### config.mk
export PLATFORM = sky130hd
export DESIGN_NAME = dither_shaper
export DESIGN_NICKNAME = d
export VERILOG_FILES = /design/src/rtl/dith_pkg.sv /design/src/rtl/dith_hyst.sv /design/src/rtl/dith_tri.sv /design/src/rtl/dith_clip.sv /design/src/rtl/dither_shaper.sv
export SDC_FILE = /design/constraint.sdc
export NUM_CORES = 1
export LEC_CHECK = 0
export ABC_AREA = 1
export BUFFER_PORTS_ARGS = -buffer_cell sky130_fd_sc_hd__buf_2
export CORE_UTILIZATION = 45
export DETAILED_ROUTE_END_ITERATION = 6
export PLACE_DENSITY = 0.75
export SLEW_MARGIN = 30
export SYNTH_ARGS = -nofsm -noshare
export SYNTH_HDL_FRONTEND = slang
export SYNTH_SLANG_ARGS = --single-unit
### constraint.sdc
create_clock -name clk -period 12.8 [get_ports clk]
set_input_delay 1.92 -clock clk [delete_from_list [all_inputs] [get_ports clk]]
set_output_delay 1.92 -clock clk [all_outputs]
set_load 0.005 [all_outputs]
### src/rtl/dith_pkg.sv
package dith_pkg;

  // fractional bits of the triangle accumulator
  localparam int FRAC_W = 16;

  // clocks in one quarter of the triangle
  function automatic int quarter_len(input int clk_hz, input int dith_hz);
    return clk_hz / (4 * dith_hz);
  endfunction

  // per-clock accumulator increment for a peak-to-peak amplitude
  function automatic int tri_step(input int amp_pp, input int qlen);
    return (amp_pp * (1 << (FRAC_W - 1))) / qlen;
  endfunction

  // largest whole offset reached by a given step
  function automatic int tri_peak(input int step, input int qlen);
    return (qlen * step) >>> FRAC_W;
  endfunction

  // lower clip first, upper clip last so the upper level wins
  function automatic int clip_cmd(input int sum, input int lo, input int hi);
    int t;
    t = (sum < lo) ? lo : sum;
    return (t > hi) ? hi : t;
  endfunction

  typedef enum logic {AMP_SMALL_SEL = 1'b0, AMP_LARGE_SEL = 1'b1} amp_sel_e;

endpackage

### src/rtl/dith_hyst.sv
module dith_hyst #(
  parameter int W  = 10,
  parameter int LO = 480,
  parameter int HI = 500
) (
  input  logic         clk,
  input  logic         rst_n,
  input  logic         sample,
  input  logic [W-1:0] code,
  output logic         state
);

  logic go_high;
  logic go_low;

  assign go_high = sample && (code > W'(HI));
  assign go_low  = sample && (code < W'(LO));

  always_ff @(posedge clk) begin
    if (!rst_n)       state <= 1'b0;
    else if (go_high) state <= 1'b1;
    else if (go_low)  state <= 1'b0;
  end


  hyst_rise_chk: assert property (@(posedge clk) disable iff (!rst_n)
    (sample && code > W'(HI)) |=> state);

  hyst_fall_chk: assert property (@(posedge clk) disable iff (!rst_n)
    (sample && code < W'(LO)) |=> !state);

  hyst_hold_chk: assert property (@(posedge clk) disable iff (!rst_n)
    (!sample || (code >= W'(LO) && code <= W'(HI))) |=> $stable(state));

endmodule

### src/rtl/dith_tri.sv
module dith_tri
  import dith_pkg::*;
#(
  parameter int CLK_HZ    = 50_000_000,
  parameter int DITH_HZ   = 23_000,
  parameter int AMP_SMALL = 36,
  parameter int AMP_LARGE = 98,
  parameter int OFF_W     = 13
) (
  input  logic                    clk,
  input  logic                    rst_n,
  input  logic                    amp_req,
  input  logic                    en_req,
  output logic signed [OFF_W-1:0] offset,
  output logic                    zc,
  output logic                    en_act
);

  localparam int QLEN   = quarter_len(CLK_HZ, DITH_HZ);
  localparam int PER    = 4 * QLEN;
  localparam int CNT_W  = $clog2(PER);
  localparam int ACC_W  = FRAC_W + OFF_W;
  localparam int STEP_S = tri_step(AMP_SMALL, QLEN);
  localparam int STEP_L = tri_step(AMP_LARGE, QLEN);
  localparam int PEAK_L = tri_peak((STEP_L > STEP_S) ? STEP_L : STEP_S, QLEN);

  logic [CNT_W-1:0]        cnt;
  logic signed [ACC_W-1:0] acc;
  logic signed [ACC_W-1:0] step_sel;
  amp_sel_e                amp_act;
  amp_sel_e                amp_nxt;
  logic                    en_nxt;
  logic                    rising;

  assign zc     = (cnt == '0) || (cnt == CNT_W'(2 * QLEN));
  assign rising = (cnt < CNT_W'(QLEN)) || (cnt >= CNT_W'(3 * QLEN));

  always_comb begin
    en_nxt  = zc ? en_req : en_act;
    amp_nxt = zc ? amp_sel_e'(amp_req) : amp_act;
  end

  generate
    if (STEP_S == STEP_L) begin : g_one_step
      assign step_sel = ACC_W'(STEP_S);
    end else begin : g_two_step
      assign step_sel = (amp_nxt == AMP_LARGE_SEL) ? ACC_W'(STEP_L) : ACC_W'(STEP_S);
    end
  endgenerate

  always_ff @(posedge clk) begin
    if (!rst_n) begin
      cnt     <= '0;
      acc     <= '0;
      en_act  <= 1'b0;
      amp_act <= AMP_SMALL_SEL;
    end else begin
      cnt     <= (cnt == CNT_W'(PER - 1)) ? '0 : cnt + 1'b1;
      en_act  <= en_nxt;
      amp_act <= amp_nxt;
      if (!en_nxt)     acc <= '0;
      else if (rising) acc <= acc + step_sel;
      else             acc <= acc - step_sel;
    end
  end

  // arithmetic shift then keep the integer part
  assign offset = acc[FRAC_W +: OFF_W];


  idle_zero_chk: assert property (@(posedge clk) disable iff (!rst_n)
    !en_act |-> (acc == '0));

  zc_only_chk: assert property (@(posedge clk) disable iff (!rst_n)
    !zc |=> ($stable(en_act) && $stable(amp_act)));

  zero_return_chk: assert property (@(posedge clk) disable iff (!rst_n)
    (cnt == '0) |-> (acc == '0));

  amp_bound_chk: assert property (@(posedge clk) disable iff (!rst_n)
    (offset <= OFF_W'(PEAK_L)) && (offset >= -OFF_W'(PEAK_L + 1)));

  slew_chk: assert property (@(posedge clk) disable iff (!rst_n)
    rst_n |=> ((offset - $past(offset)) <= OFF_W'(1)) && (($past(offset) - offset) <= OFF_W'(1)));

endmodule

### src/rtl/dith_clip.sv
module dith_clip
  import dith_pkg::*;
#(
  parameter int CMD_W = 12,
  parameter int OFF_W = 13
) (
  input  logic                    clk,
  input  logic                    rst_n,
  input  logic [CMD_W-1:0]        cmd,
  input  logic signed [OFF_W-1:0] offset,
  input  logic [CMD_W-1:0]        hi_lvl,
  input  logic [CMD_W-1:0]        lo_lvl,
  output logic [CMD_W-1:0]        out
);

  int sum;
  int clipped;

  always_comb begin
    sum     = int'(cmd) + int'(offset);
    clipped = clip_cmd(sum, int'(lo_lvl), int'(hi_lvl));
  end

  always_ff @(posedge clk) begin
    if (!rst_n) out <= '0;
    else        out <= clipped[CMD_W-1:0];
  end


  upper_clip_chk: assert property (@(posedge clk) disable iff (!rst_n)
    rst_n |=> (out <= $past(hi_lvl)));

  lower_clip_chk: assert property (@(posedge clk) disable iff (!rst_n)
    (lo_lvl <= hi_lvl) |=> (out >= $past(lo_lvl)));

  crossed_lvl_chk: assert property (@(posedge clk) disable iff (!rst_n)
    (lo_lvl > hi_lvl) |=> (out == $past(hi_lvl)));

endmodule

### src/rtl/dither_shaper.sv
module dither_shaper #(
  parameter int CMD_W     = 12,
  parameter int VS_W      = 10,
  parameter int LS_W      = 10,
  parameter int CLK_HZ    = 50_000_000,
  parameter int DITH_HZ   = 23_000,
  parameter int AMP_SMALL = 36,
  parameter int AMP_LARGE = 98,
  parameter int VS_LO     = 480,
  parameter int VS_HI     = 500,
  parameter int LS_OFF    = 580,
  parameter int LS_ON     = 646
) (
  input  logic             clk,
  input  logic             rst_n,
  input  logic [CMD_W-1:0] cmd_in,
  input  logic [VS_W-1:0]  vs_code,
  input  logic             vs_strobe,
  input  logic [LS_W-1:0]  ls_code,
  input  logic [CMD_W-1:0] max_lvl,
  input  logic [CMD_W-1:0] burst_lvl,
  output logic [CMD_W-1:0] cmd_out
);

  localparam int OFF_W = CMD_W + 1;

  // named internal events for the checks
  logic                    amp_large_req;
  logic                    dith_on_req;
  logic                    dith_on;
  logic                    zero_cross;
  logic signed [OFF_W-1:0] tri_off;

  dith_hyst #(.W(VS_W), .LO(VS_LO), .HI(VS_HI)) amp_hyst_i (
    .clk(clk), .rst_n(rst_n), .sample(vs_strobe), .code(vs_code), .state(amp_large_req)
  );

  dith_hyst #(.W(LS_W), .LO(LS_OFF), .HI(LS_ON)) line_hyst_i (
    .clk(clk), .rst_n(rst_n), .sample(1'b1), .code(ls_code), .state(dith_on_req)
  );

  dith_tri #(
    .CLK_HZ(CLK_HZ), .DITH_HZ(DITH_HZ), .AMP_SMALL(AMP_SMALL),
    .AMP_LARGE(AMP_LARGE), .OFF_W(OFF_W)
  ) tri_i (
    .clk(clk), .rst_n(rst_n), .amp_req(amp_large_req), .en_req(dith_on_req),
    .offset(tri_off), .zc(zero_cross), .en_act(dith_on)
  );

  dith_clip #(.CMD_W(CMD_W), .OFF_W(OFF_W)) clip_i (
    .clk(clk), .rst_n(rst_n), .cmd(cmd_in), .offset(tri_off),
    .hi_lvl(max_lvl), .lo_lvl(burst_lvl), .out(cmd_out)
  );


  off_when_idle_chk: assert property (@(posedge clk) disable iff (!rst_n)
    !dith_on |-> (tri_off == '0));

  enable_at_zero_chk: assert property (@(posedge clk) disable iff (!rst_n)
    (dith_on != dith_on_req) && !zero_cross |=> (dith_on == $past(dith_on)));

endmodule

==> key figures <==
Synth
  • Post-Synth XOR/XNOR Area: under 10%
  • Area of the mapped netlist: ~0.0053 mm2
  • Main combinational cell family by area after synthesis: simple AND/OR/NAND/NOR gates
  • Yosys top cell by area: dfxtp_1
  • Asr flop ratio synth: 0%
  • Compound-Gate Fraction of Synth Area: ~16%
  • Simple-gate share of the synthesized area: 31.5%
  • Syn_area_per_cell: roughly 6.4 um2
  • Net count after synthesis: 963
  • Seq cells post-synth: 57
  • Area share of fa/ha/maj cells after synthesis: roughly 17%
  • Ys flop type: dfxtp_1
  • Yosys Warn Count: 0
  • EDFF count, synth: 0
  • Fraction of synthesized area in multiplexers: 0%
  • Post-synth cell types: 43
  • Share of the synthesized area in the top cell type: a little over a fifth
  • Synth area leaders: dfxtp_1 21%, ha_1 16%, nand2_1 13%
  • Syn Inst Count: between 800 and 900
  • Sequential area share after synthesis: 21.4%

Routing
  • Via density: approximately 5
  • Via count: 5280
  • Iter 0 DRT Violations: 290
  • Initial DRT Pass Iterations: 5
  • Residual DRC: 0
  • DR WL/cell: 11.9 um
  • Routed wire length: between 10000 and 15000 um
  • Post-route ant nets: 0

STA
  • Endpoints failing hold: 0
  • WHS: roughly 0.46 ns
  • RSZ-0062 raised after global routing: no
  • Final worst setup slack: a little under 7 ns
  • Final worst-path cycle share: between 40% and 50%
  • Setup tns final: 0 ns
  • Worst slew pin tran: 0.642 ns
  • Final setup fails: 0
  • Worst rel slew slack: a little under three fifths
  • Peak Freq: approximately 0.17 GHz
  • Final Slew Violations: 0
  • Final min period: between 5 and 6 ns
  • Clock skew: ~0.0060 ns

CTS
  • Later-pin clock latency in the skew report: 0.34 ns
  • PostCTS Resize Cnt: 0
  • CTS sink count: 57
  • # Post-CTS Setup Buffers: 0
  • Longest Clk Path Bufs: 2
  • CTS buffer count: 9
  • # hold bufs at CTS: 0
  • Clock Root Buffer: clkbuf_16
  • H-tree depth: 3
  • Clock-pin slew on the worst setup and hold paths: approximately 0.05 ns
  • TritonCTS clock tree: done

GRT
  • Gr ovfl total: 0
  • GRT Total Usage: 20.9%
  • Initial antenna violation count: 0
  • Vias in the first global route: a little under 5000
  • First-pass GRT wire length: approximately 21000 um
  • Pin count of the biggest net entering global routing: 20

Critical path
  • FF-to-FF setup slack: ~8.2 ns
  • CP Class: in -> reg
  • WP data arrival: roughly 6 ns
  • CP required: 13.03 ns
  • R2r worst-path depth: 28
  • Worst r2r dst: clip_i.out[2]
  • Crit. End Element: register
  • Critical path's slowest cell: fa_1
  • Cell mode on critical path: nand2_1
  • Reg-to-reg startpoint: tri_i.acc[16]
  • CP Max Fanout: 13
  • Worst path max stage delay: about 0.41 ns
  • Crit start category: input pin

Floorplanning
  • Die ar.: 0.0123 mm2
  • Chip Height: 111 um
  • Core Rows: 39
  • Initial Util: a little under half
  • Die Wd: ~110 um
  • Total core area: 0.0115 mm2
  • Ports: 71

Pwr
  • Worst VDD drop: 65.4 uV
  • Pleak: between 0.003 and 0.004 uW
  • Cell Pwr Density: about 96 mW/mm2

Finish
  • Filler cells: 1147
  • Share of cells above drive strength 1: 13.7%
  • Net count, final: 1037
  • Final cell count without fillers: between 1000 and 1500
  • Area added between synthesis and finish: 14.6%
  • Util after Layout: between 50% and 60%
  • Diode count: 0

Place
  • DP HPWL: slightly above 10000 um
  • Setup WS pre-CTS: approximately 6.6 ns
  • Placer Congestion: ~0.9
  • Dpl cells: 1039
  • Number of port buffers: 70

Min path
  • Worst hold endpoint: tri_i.cnt[0]
  • Min-delay src: tri_i.cnt[0]
  • Hold Path Stages: 1
  • Hold/Removal Path Class: reg -> reg

Run
  • Max-Cap Viols: 0

Outcome
  • Status: completed
## final cells by class
| class | count | area (um2) | share of cell area, % |
|---|---|---|---|
| multi-input combinational | 625 | 3580 | 58.6 |
| sequential | 57 | 1140 | 18.7 |
| tap | 143 | 179 | 2.93 |
| inverter | 142 | 533 | 8.73 |
| clock buffer | 10 | 239 | 3.92 |
| clock inverter | 6 | 67.6 | 1.11 |
| timing repair buffer | 72 | 365 | 5.99 |
## flip-flops by register name, indices dropped and copies added (netlist names)
register           flops
amp_hyst_i.state       1
tri_i.amp_act          1
tri_i.en_act           1
line_hyst_i.state      1
tri_i.cnt             12
clip_i.out            12
tri_i.acc             29
## routing by layer
| layer | share of wire [%] | routed length [um] | up-vias | GRT usage (%) |
|---|---|---|---|---|
| met5 | 0 | 0 | - | 0 |
| li1 | - | - | 2863 | - |
| met1 | 47 | 5930 | 2298 | 26.1 |
| met2 | 47 | 5890 | 101 | 36.5 |
| met4 | 1.5 | 186 | 0 | 6.40 |
| met3 | 4.1 | 515 | 18 | 3.61 |
## layout by cell type, fill, tap and decap left out, types with 2 or more instances in the layout
master	n
o21ai_0	32
xor2_1	10
buf_4	2
a21oi_1	85
nand3_2	4
nor4_1	2
clkinv_4	2
nor3b_1	2
ha_1	69
clkinvlp_4	2
o21bai_1	5
a21oi_2	3
a21o_1	5
nand3_1	57
nand4_1	10
inv_2	3
fa_1	2
clkbuf_16	9
or2_2	4
nand2_1	186
nor3_1	13
nand2_2	17
o31a_1	2
o21ai_1	7
inv_1	139
buf_2	70
nor2_2	2
o211ai_1	2
o21a_1	6
xnor2_1	5
nor2_1	84
dfxtp_1	57
## synth_stat cells (2+ instances only)
library cell  instances
or2_2                 4
o21a_1                6
nand3_2               4
nor3b_1               2
buf_6                 3
o21ai_1               7
fa_1                  2
nor3_1               13
nor2_2                2
buf_4                 2
ha_1                 69
xor2_1               10
a21oi_2               3
o21ai_0              32
nand2_2              17
nor2_1               84
buf_2                 2
inv_1               139
dfxtp_1              57
o21bai_1              5
xnor2_1               5
o31a_1                2
a21o_1                5
nand2_1             186
nor4_1                2
nand3_1              57
o211ai_1              2
a21oi_1              85
inv_2                 3
nand4_1              10
## critical path, delay by kind of cell
family | cells | cell delay, ns
fa+ha+maj | 4 | 1.18
simple gates | 17 | 2.08
compound gates | 1 | 0.33
buf+inv | 7 | 0.63
## report_power, final
group | internal, uW | switching [uW]
clock network | 156 | 92.5
logic | 54.7 | 88.0
registers | 189 | 3.47
## cell families (layout without fill, tap and decap cells)
logic type / Yosys count / count (layout)
adder cells (fa/ha/maj): 71 / 71
flip-flops: 57 / 57
AO/OA/AOI/OAI: 154 / 154
XOR/XNOR: 15 / 15
AND/OR/NAND/NOR: 385 / 385
buffers and inverters: 151 / 230
## metrics by stage
stage,total power [uW],area (um2)
3_3_place_gp,337,5790
2_1_floorplan,305,5330
6_report,584,6100
3_5_place_dp,339,5800
5_1_grt,616,6100
4_1_cts,589,6100
## worst max path at each step
stage                                to       from
after floorplan           clip_i.out[0]  cmd_in[0]
after global placement    clip_i.out[0]  cmd_in[0]
after detailed placement  clip_i.out[2]  cmd_in[0]
after CTS                 clip_i.out[2]  cmd_in[0]
after global routing      clip_i.out[7]  cmd_in[0]
final                     clip_i.out[2]  cmd_in[0]
Power figures use the tool's default switching activity.
